==> src/rtl/usart_tx_pkg.sv <==
package usart_tx_pkg;
   localparam int ST_W  = 8;
   localparam int B_EN  = 0;
   localparam int B_BRK = 3;
   localparam int B_EOT = 4;
   localparam int B_ATN = 5;
   localparam int B_UE  = 6;
   localparam int B_BE  = 7;
   localparam logic [ST_W-1:0] WR_MASK = 8'h2F;

   typedef enum logic [1:0] {
      IDLE_HIZ   = 2'b00,
      IDLE_LOW   = 2'b01,
      IDLE_HIGH  = 2'b10,
      IDLE_HIGH2 = 2'b11
   } idle_e;
endpackage

==> src/rtl/usart_tx_shift.sv <==
module usart_tx_shift #(
   parameter int DATA_W = 8,
   parameter int MIN_W  = 5
) (
   input  logic              clk,
   input  logic              rst_n,
   input  logic              bit_en,
   input  logic              load,
   input  logic [DATA_W-1:0] load_data,
   input  logic [1:0]        wlen,
   input  logic              par_en,
   input  logic              par_odd,
   input  logic              two_stop,
   output logic              busy,
   output logic              done,
   output logic              sbit
);
   localparam int FRAME_W = DATA_W + 4;
   localparam int CNT_W   = $clog2(FRAME_W + 1);

   logic [FRAME_W-1:0] sreg_q, frame;
   logic [CNT_W-1:0]   cnt_q, total;
   logic               busy_q;

   always_comb begin
      int                 nbits;
      logic [DATA_W-1:0]  lmask;
      logic [FRAME_W-1:0] body;
      logic               par;
      nbits = MIN_W + int'(wlen);
      if (nbits > DATA_W) nbits = DATA_W;
      lmask = ~({DATA_W{1'b1}} << nbits);
      par   = (^(load_data & lmask)) ^ par_odd;
      body  = {{(FRAME_W-DATA_W){1'b1}}, load_data | ~lmask};
      if (par_en) body[nbits] = par;
      frame = {body[FRAME_W-2:0], 1'b0};
      total = CNT_W'(2 + nbits + int'(par_en) + int'(two_stop));
   end

   assign done = busy_q && bit_en && (cnt_q == CNT_W'(1));

   always_ff @(posedge clk) begin
      if (!rst_n) begin
         busy_q <= 1'b0;
         cnt_q  <= '0;
         sreg_q <= '1;
      end else if (load) begin
         busy_q <= 1'b1;
         cnt_q  <= total;
         sreg_q <= frame;
      end else if (busy_q && bit_en) begin
         if (cnt_q == CNT_W'(1)) begin
            busy_q <= 1'b0;
            cnt_q  <= '0;
            sreg_q <= '1;
         end else begin
            cnt_q  <= cnt_q - CNT_W'(1);
            sreg_q <= {1'b1, sreg_q[FRAME_W-1:1]};
         end
      end
   end

   assign busy = busy_q;
   assign sbit = sreg_q[0];
endmodule

==> src/rtl/usart_tx_ctrl.sv <==
module usart_tx_ctrl
   import usart_tx_pkg::*;
#(
   parameter int DATA_W = 8
) (
   input  logic              clk,
   input  logic              rst_n,
   input  logic              data_we,
   input  logic [DATA_W-1:0] data_wdata,
   input  logic              stat_we,
   input  logic [ST_W-1:0]   stat_wdata,
   input  logic              stat_re,
   input  logic              sh_busy,
   input  logic              sh_done,
   output logic [ST_W-1:0]   status,
   output logic              load,
   output logic [DATA_W-1:0] load_data
);
   logic [ST_W-1:0]   st_q, st_d;
   logic              pend_q, pend_d;
   logic [DATA_W-1:0] hold_q, hold_d;

   always_comb begin
      st_d   = st_q;
      pend_d = pend_q;
      hold_d = hold_q;
      load   = 1'b0;
      if (stat_we) begin
         st_d = (st_q & ~WR_MASK) | (stat_wdata & WR_MASK);
         if (!stat_wdata[B_EN]) begin
            st_d[B_UE] = 1'b0;
            if (!sh_busy) st_d[B_EOT] = 1'b1;
         end else begin
            st_d[B_EOT] = 1'b0;
         end
      end
      if (stat_re) st_d[B_UE] = 1'b0;
      if (data_we) begin
         hold_d     = data_wdata;
         pend_d     = 1'b1;
         st_d[B_BE] = 1'b0;
      end
      if (sh_done) begin
         if (!st_d[B_EN])  st_d[B_EOT] = 1'b1;
         else if (!pend_d) st_d[B_UE]  = 1'b1;
      end
      if (st_d[B_EN] && pend_d && (!sh_busy || sh_done)) begin
         load       = 1'b1;
         pend_d     = 1'b0;
         st_d[B_BE] = 1'b1;
      end
   end

   always_ff @(posedge clk) begin
      if (!rst_n) begin
         st_q   <= '0;
         pend_q <= 1'b0;
         hold_q <= '0;
      end else begin
         st_q   <= st_d;
         pend_q <= pend_d;
         hold_q <= hold_d;
      end
   end

   assign status    = st_q;
   assign load_data = hold_d;
endmodule

==> src/rtl/usart_tx_line.sv <==
module usart_tx_line
   import usart_tx_pkg::*;
#(
   parameter bit HIZ_EN = 1'b1
) (
   input  logic       brk,
   input  logic       en,
   input  logic [1:0] idle_code,
   input  logic       busy,
   input  logic       sbit,
   output logic       txd,
   output logic       txd_oe
);
   logic idle_lvl, idle_oe;

   generate
      if (HIZ_EN) begin : g_hiz
         assign idle_oe  = (idle_e'(idle_code) != IDLE_HIZ);
         assign idle_lvl = (idle_e'(idle_code) != IDLE_LOW);
      end else begin : g_nohiz
         assign idle_oe  = 1'b1;
         assign idle_lvl = (idle_e'(idle_code) != IDLE_LOW);
      end
   endgenerate

   always_comb begin
      if (brk) begin
         txd = 1'b0; txd_oe = 1'b1;
      end else if (busy) begin
         txd = sbit; txd_oe = 1'b1;
      end else if (en) begin
         txd = 1'b1; txd_oe = 1'b1;
      end else begin
         txd = idle_lvl; txd_oe = idle_oe;
      end
   end
endmodule

==> src/rtl/usart_tx_core.sv <==
module usart_tx_core
   import usart_tx_pkg::*;
#(
   parameter int DATA_W = 8,
   parameter int MIN_W  = 5,
   parameter bit HIZ_EN = 1'b1
) (
   input  logic              clk,
   input  logic              rst_n,
   input  logic              bit_en,
   input  logic [1:0]        cfg_wlen,
   input  logic              cfg_par_en,
   input  logic              cfg_par_odd,
   input  logic              cfg_two_stop,
   input  logic              data_we,
   input  logic [DATA_W-1:0] data_wdata,
   input  logic              stat_we,
   input  logic [7:0]        stat_wdata,
   input  logic              stat_re,
   output logic [7:0]        stat_rdata,
   output logic              txd,
   output logic              txd_oe
);
   generate
      if (DATA_W < MIN_W || DATA_W > 8) begin : g_bad_width
         $error("usart_tx_core: DATA_W must lie between MIN_W and 8");
      end
      if (MIN_W < 1 || MIN_W + 3 < DATA_W) begin : g_bad_min
         $error("usart_tx_core: MIN_W must let the 2-bit length code reach DATA_W");
      end
   endgenerate

   logic              sh_busy, sh_done, sh_bit, ld;
   logic [DATA_W-1:0] ld_data;

   usart_tx_ctrl #(.DATA_W(DATA_W)) u_ctrl (
      .clk(clk), .rst_n(rst_n),
      .data_we(data_we), .data_wdata(data_wdata),
      .stat_we(stat_we), .stat_wdata(stat_wdata), .stat_re(stat_re),
      .sh_busy(sh_busy), .sh_done(sh_done),
      .status(stat_rdata), .load(ld), .load_data(ld_data)
   );

   usart_tx_shift #(.DATA_W(DATA_W), .MIN_W(MIN_W)) u_shift (
      .clk(clk), .rst_n(rst_n), .bit_en(bit_en),
      .load(ld), .load_data(ld_data),
      .wlen(cfg_wlen), .par_en(cfg_par_en), .par_odd(cfg_par_odd),
      .two_stop(cfg_two_stop),
      .busy(sh_busy), .done(sh_done), .sbit(sh_bit)
   );

   usart_tx_line #(.HIZ_EN(HIZ_EN)) u_line (
      .brk(stat_rdata[B_BRK]), .en(stat_rdata[B_EN]),
      .idle_code(stat_rdata[2:1]), .busy(sh_busy), .sbit(sh_bit),
      .txd(txd), .txd_oe(txd_oe)
   );
endmodule

==> config.mk <==
export PLATFORM = sky130hd
export DESIGN_NAME = usart_tx_core
export DESIGN_NICKNAME = d
export VERILOG_FILES = /design/src/rtl/usart_tx_pkg.sv /design/src/rtl/usart_tx_shift.sv /design/src/rtl/usart_tx_ctrl.sv /design/src/rtl/usart_tx_line.sv /design/src/rtl/usart_tx_core.sv
export SDC_FILE = /design/constraint.sdc
export NUM_CORES = 1
export LEC_CHECK = 0
export ABC_CLOCK_PERIOD_IN_PS = 4650
export BUFFER_PORTS_ARGS = -buffer_cell sky130_fd_sc_hd__clkbuf_2
export CAP_MARGIN = 20
export CORE_MARGIN = 2
export CORE_UTILIZATION = 30
export CTS_BUF_LIST = sky130_fd_sc_hd__clkbuf_8
export DETAILED_ROUTE_END_ITERATION = 10
export GPL_TIMING_DRIVEN = 1
export HOLD_SLACK_MARGIN = 0.06
export PLACE_DENSITY = 0.59
export SYNTH_ARGS = -nofsm -noshare
export SYNTH_HDL_FRONTEND = slang
export SYNTH_SLANG_ARGS = --single-unit
==> constraint.sdc <==
create_clock -name clk -period 4.65 [get_ports clk]
set_clock_uncertainty 0.05 [all_clocks]
set_input_delay 0.2325 -clock clk [delete_from_list [all_inputs] [get_ports clk]]
set_output_delay 0.2325 -clock clk [all_outputs]
set_load 0.01 [all_outputs]
==> results of run 1 <==
[final cells by class]
cell class | instances | area [um^2]
clock buffer | 5 | 68.8
tap | 77 | 96.3
fill | 700 | 4130
sequential | 34 | 681
multi-input combinational | 167 | 1200
timing repair buffer | 34 | 173
clock inverter | 2 | 10.0
inverter | 8 | 30.0
[registers in the layout, indices dropped and copies added (netlist names)]
signal	count
u_shift.sreg_q	12
u_ctrl.hold_q	8
u_ctrl.status	8
u_shift.cnt_q	4
u_ctrl.pend_q	1
u_shift.busy	1
[stage by stage]
| step | utilization (%) | cell area, um^2 |
|---|---|---|
| 3_3_place_gp | 34.1 | 2180 |
| 6_report | 35.3 | 2260 |
| 4_1_cts | 35.3 | 2260 |
| 5_1_grt | 35.3 | 2260 |
| 3_5_place_dp | 34.1 | 2180 |
| 2_1_floorplan | - | 1990 |
[cells by family (layout without fill, tap and decap cells)]
kind of cell | count (synthesis) | count (layout)
and+or+nand+nor | 77 | 77
adders and majority gates | 10 | 10
AOI/OAI and AO/OA | 50 | 50
buffers and inverters | 25 | 49
DFF | 34 | 34
muxes | 18 | 18
xor gates and xnor gates | 12 | 12
[routing by layer]
| metal | global-route usage, % | share of wire [%] | vias to the layer above |
|---|---|---|---|
| met2 | 20.5 | 45 | 31 |
| li1 | - | - | 834 |
| met3 | 3.95 | 4.9 | 6 |
| met5 | 0 | 0 | - |
| met1 | 16.1 | 48 | 754 |
| met4 | 5.19 | 1.6 | 0 |
[path summary, 6_finish.rpt]
| check | to | slack, ns | from | cells after the start |
|---|---|---|---|---|
| worst max register to register | u_shift.sreg_q[2] | 2.44 | u_shift.cnt_q[0] | 7 |
| worst max-delay path | u_shift.sreg_q[2] | 2.44 | u_shift.cnt_q[0] | 7 |
| worst min-delay path | u_ctrl.status[1] | 0.15 | stat_wdata[1] | 3 |
| worst min register to register | u_ctrl.status[7] | 0.43 | u_ctrl.status[7] | 2 |
[report_power, final]
| group | switching (W) | internal, W |
|---|---|---|
| Combinational | 0.0000923 | 0.0000775 |
| Sequential | 0.0000149 | 0.000315 |
| Clock | 0.000109 | 0.000100 |
[worst max-delay path: cells and delay by family, from the launching register on]
| kind | cells | cell delay (ns) |
|---|---|---|
| AND/OR/NAND/NOR | 3 | 0.95 |
| flip-flops | 1 | 0.39 |
| AO/OA/AOI/OAI | 2 | 0.35 |
| buffers and inverters | 1 | 0.24 |
| adder cells (fa/ha/maj) | 1 | 0.18 |
[placed cells by master, fill, tap and decap left out, types with 2 or more instances in the layout]
cell type | synthesis | final
nand2_1 | 23 | 23
o21a_1 | 2 | 2
dfxtp_1 | 34 | 34
mux2i_1 | 15 | 15
nor3_1 | 4 | 4
nand4_1 | 5 | 5
mux2_2 | 3 | 3
a21o_1 | 3 | 3
xor2_1 | 6 | 6
nor2_1 | 10 | 10
nand2b_1 | 2 | 2
inv_1 | 8 | 8
a21oi_1 | 11 | 11
or3_1 | 4 | 4
xnor2_1 | 5 | 5
ha_1 | 9 | 9
and2_1 | 4 | 4
a21boi_1 | 4 | 4
clkinv_2 | 0 | 2
nand3_1 | 4 | 4
o21ai_0 | 10 | 10
nor2b_1 | 13 | 13
o211ai_1 | 5 | 5
a211oi_1 | 2 | 2
and3_1 | 3 | 3
clkbuf_8 | 0 | 5
clkbuf_2 | 0 | 33
==> metrics.csv, run 1 <==
stage;metric;value;unit
layout;layoutNonFillerInstCount;327;
floorplanning;dieArea;7310;um^2
critical_path;critPathMaxFanout;17;
yosys;avgSynthCellArea;8.82;um^2
yosys;yosysTopAreaCell;dfxtp_1;
cts;cts_root_buffer;clkbuf_8;
timing;relSlewSlack;58.6;%
timing;min_period_over_period;47.6;%
yosys;synthSimpleGateAreaFrac;20.7;%
power_and_ir_drop;p_leak;0.995;nW
floorplanning;ios;37;
power_and_ir_drop;total_power;0.000709;W
global_routing;grt_pass1_vias;1559;
yosys;synth_common_cells;dfxtp_1, nand2_1, mux2i_1;
global_routing;gr-total-overflow;0;
timing;fmax;452;MHz
cts;cts_buffers;5;
yosys;syn_nets;263;
yosys;yosysTopAreaCellShare;34.1;%
yosys;synth-async-reset-ratio;0;%
cts;cts_tree;done;
worst_hold_path;hp-class;primary input to register;
placement;dp_slack;2.26;ns
layout;diodes;0;
floorplanning;core_area;6390;um^2
yosys;yosys.cell_count.top_type;dfxtp_1;
layout;area_growth;13.2;%
critical_path;critical_path.slowest_cell;nor4_4;
yosys;yosys_warnings;0;
yosys;synth_edf_count;0;
drt;wl_per_cell;13.0;um
layout;drive_gt1_share;20.4;%
yosys;synth_fa_ha_area_share;6.65;%
floorplanning;start_util;31.2;%
cts;cts_sinks;34;
floorplanning;dieWidth;85.5;um
cts;ctsHtreeMaxLevel;2;
drt;drtPass1Iterations;5;
yosys;yosysUniqueCellTypes;48;
critical_path;criticalPathCategory;register to register;
timing;tns;0;ns
drt;vias_per_cell;4.97;
layout;nets;287;
yosys;synth_compound_area_share;17.5;%
yosys;synth_mux_area_share;9.23;%
yosys;yosys-top-cells-area;dfxtp_1, mux2i_1, ha_1;
timing;setup-violations-final;0;
timing;tightestPinTransition;0.620;ns
critical_path;crit_chain;ha_1, nor3b_1, buf_4, a21bo_2, nand2_1, nor4_4, a21o_1;
yosys;synthFlopType;dfxtp_1;
timing;hold_ws;0.153;ns
floorplanning;die_y;85.5;um
placement;placedCellCount;320;
drt;vias;1625;
global_routing;grt_max_degree;36;
placement;place_congestion;0.753;
critical_path;worstSetupEndpointType;register;
drt;drc;0;
cts;cts_resized;0;
timing;fin_crit;2.21;ns
power_and_ir_drop;power.density;314;nW/um^2
drt;wirelength;4.24;mm
yosys;synthCells;226;
global_routing;grt_antenna_before_repair;0;
yosys;synth_seq_cells;34;
placement;io_buffer_count;33;
yosys;synth-xor-area-share;6.03;%
cts;cts_hold_buf;0;
timing;rsz0062_at_grt;no;
yosys;netlist_area;1990;um^2
yosys;synth_sequential_area_ratio;34.1;%
cts;cts.path.max_buffers;2;
drt;drt-initial-drc-count;100;
job;drv_cap;0;
cts;worstSkewPairLatency;0.29;ns
status;status;completed;
power_and_ir_drop;ir_drop;0.126;mV
timing;hold_viol_final;0;
cts;clkTransAtPathRegs;0.07;ns
critical_path;worstPathRequired;4.84;ns
critical_path;cpPeakStageDelay;0.43;ns
critical_path;worstPathArrival;2.40;ns
global_routing;grt_use_total;12.8;%
cts;cts_setup_buffers;0;
drt;ant_nets;0;
yosys;synth_top_family_by_area;simple AND/OR/NAND/NOR gates;
floorplanning;num_rows;29;
critical_path;startpoint_type;register;
global_routing;grt_pass1_wl;7.38;mm
timing;maxSlewViolCount;0;
timing;worst_slack;2.44;ns
placement;hpwl;3.01;mm
No activity file was read; power rests on OpenSTA's default activity.
==> run 2: changes to the inputs <==
--- a/config.mk
+++ b/config.mk
@@ -5,7 +5,7 @@
 export SDC_FILE = /design/constraint.sdc
 export NUM_CORES = 1
 export LEC_CHECK = 0
-export ABC_CLOCK_PERIOD_IN_PS = 4650
+export ABC_CLOCK_PERIOD_IN_PS = 2300
 export BUFFER_PORTS_ARGS = -buffer_cell sky130_fd_sc_hd__clkbuf_2
 export CAP_MARGIN = 20
 export CORE_MARGIN = 2
==> constraint.sdc (replaced) <==
create_clock -name clk -period 2.3 [get_ports clk]
set_clock_uncertainty 0.05 [all_clocks]
set_input_delay 0.115 -clock clk [delete_from_list [all_inputs] [get_ports clk]]
set_output_delay 0.115 -clock clk [all_outputs]
set_load 0.01 [all_outputs]
==> run 2 against run 1 <==
- hold slack worse by 0.073 ns
- sequential power is 100% higher
- flip-flop and latch count stayed put
- via count is 1.4% higher
- combinational power is 110% higher
- largest cell class unchanged
- largest power group unchanged
==> metrics.csv, run 2 (synthesized netlist as in run 1, its figures left out) <==
stage;metric;value;unit
power_and_ir_drop;p_switching;0.000438;W
critical_path;critPathMaxFanout;9;
timing;rsz0062_at_grt;no;
cts;cts_buffers;5;
timing;tightestPinTransition;0.378;ns
timing;fmax;499;MHz
drt;ant_nets;0;
layout;regMostFlops;u_shift.sreg_q;
timing;maxSlewViolCount;0;
floorplanning;dieArea;7310;um^2
global_routing;grt_use_total;12.5;%
placement;hpwl;3.22;mm
layout;nets;298;
critical_path;worstSetupEndpointType;register;
critical_path;worstPathRequired;2.48;ns
status;status;completed;
layout;largest_reg_flops;12;
layout;fillers;665;
power_and_ir_drop;power_frac_seq;45.0;%
power_and_ir_drop;power.density;627;nW/um^2
drt;drc;0;
global_routing;grt_antenna_before_repair;0;
worst_hold_path;hp-class;primary input to register;
cts;cts_resized;0;
job;drv_cap;0;
cts;worstSkewPairLatency;0.28;ns
cts;clkTransAtPathRegs;0.07;ns
power_and_ir_drop;p_clk_share;30.9;%
global_routing;grt.met1_usage;16.6;%
placement;place_congestion;0.766;
floorplanning;num_rows;29;
layout;layout_common_cells;dfxtp_1, clkbuf_2, nand2_1;
layout;final_common_cell;dfxtp_1;
global_routing;grt_max_degree;21;
layout;area_growth;18.8;%
layout;drive_gt1_share;22.1;%
global_routing;grt_pass1_vias;1610;
drt;wl_per_cell;12.8;um
drt;vias_per_cell;4.86;
critical_path;worstPathArrival;2.18;ns
cts;cts_tree;done;
cts;ctsHtreeMaxLevel;2;
timing;tns;0;ns
power_and_ir_drop;comb_power_share;24.1;%
critical_path;r2r_setup_slack;0.30;ns
critical_path;criticalPathCategory;register to register;
power_and_ir_drop;p_int;0.00105;W
power_and_ir_drop;sw_frac_of_total;29.5;%
global_routing;gr-usage-met2;20.5;%
layout;fin_util;37.1;%
power_and_ir_drop;ir_drop;0.263;mV
floorplanning;die_y;85.5;um
drt;drtPass1Iterations;4;
layout;regArea;681;um^2
placement;io_buffer_count;33;
floorplanning;ios;37;
floorplanning;core_area;6390;um^2
timing;min_period_over_period;87.1;%
layout;diodes;0;
cts;cts.path.max_buffers;2;
critical_path;startpoint_type;register;
timing;relSlewSlack;74.8;%
cts;cts_root_buffer;clkbuf_8;
power_and_ir_drop;p_leak;1.05;nW
drt;vias;1647;
floorplanning;dieWidth;85.5;um
global_routing;grt_pass1_wl;7.53;mm
drt;drt-initial-drc-count;88;
drt;wirelength;4.33;mm
global_routing;gr-total-overflow;0;
timing;hold_viol_final;0;
layout;multi_input_area;1200;um^2
floorplanning;start_util;31.2;%
global_routing;use_met3;2.89;%
timing;fin_crit;2.00;ns
timing;setup-violations-final;0;
global_routing;grt_busiest_layer;met2;
cts;cts_sinks;34;
## run 2: power groups by stage
stage	combinational, W	sequential, W	clock, W
floorplan	0.000265	0.000673	0
global placement	0.000349	0.000678	0
detailed placement	0.000352	0.000680	0
CTS	0.000361	0.000667	0.000470
global route	0.000405	0.000673	0.000495
finish	0.000358	0.000667	0.000459
## run 2: final cells by class
type	count	share of cell area, %
multi-input cells	167	50.6
well taps	77	4.07
clock buffers	6	3.49
repair buffers	45	11.3
clock inverters	2	0.529
inverters	8	1.27
flip-flops and latches	34	28.8
## run 2: path summary, 6_finish.rpt
kind	start	to	cells after the start
setup / recovery	u_shift.cnt_q[0]	u_shift.sreg_q[2]	6
setup reg to reg	u_shift.cnt_q[0]	u_shift.sreg_q[2]	6
hold reg to reg	u_ctrl.status[7]	u_ctrl.status[7]	2
hold / removal	data_wdata[5]	u_ctrl.hold_q[5]	3
## run 2: metrics by stage
stage                     instances  cell area [um^2]  power, W  hold slack (ns)  setup WS [ns]
after floorplan                 226              1990  0.000938            0.235          0.345
after global placement          326              2220   0.00103            0.329          0.265
after detailed placement        326              2220   0.00103            0.339          0.245
after CTS                       339              2370   0.00150           0.0848          0.314
after global routing            339              2370   0.00157            0.116          0.152
final                           339              2370   0.00148           0.0808          0.297
## run 2: critical path, stage by stage, from the launching register on
cell and delay [ns]:
dfxtp_1 0.39, ha_1 0.18, nor3b_1 0.28, a21bo_2 0.22, nand2_1 0.24, nor4_4 0.42
a21o_1 0.17
## run 2: what timing repair did
action / 4_1_cts / 5_1_grt
hold buffers: 5 / 0
endpoints found under the hold margin: 5 / 0
setup buffers: 0 / 0
## run 2: layer usage
metal / share of wire, % / wire length [um]
met1: 48 / 2100
met2: 47 / 2020
met3: 4.1 / 176
met4: 0.83 / 36
met5: 0 / 0
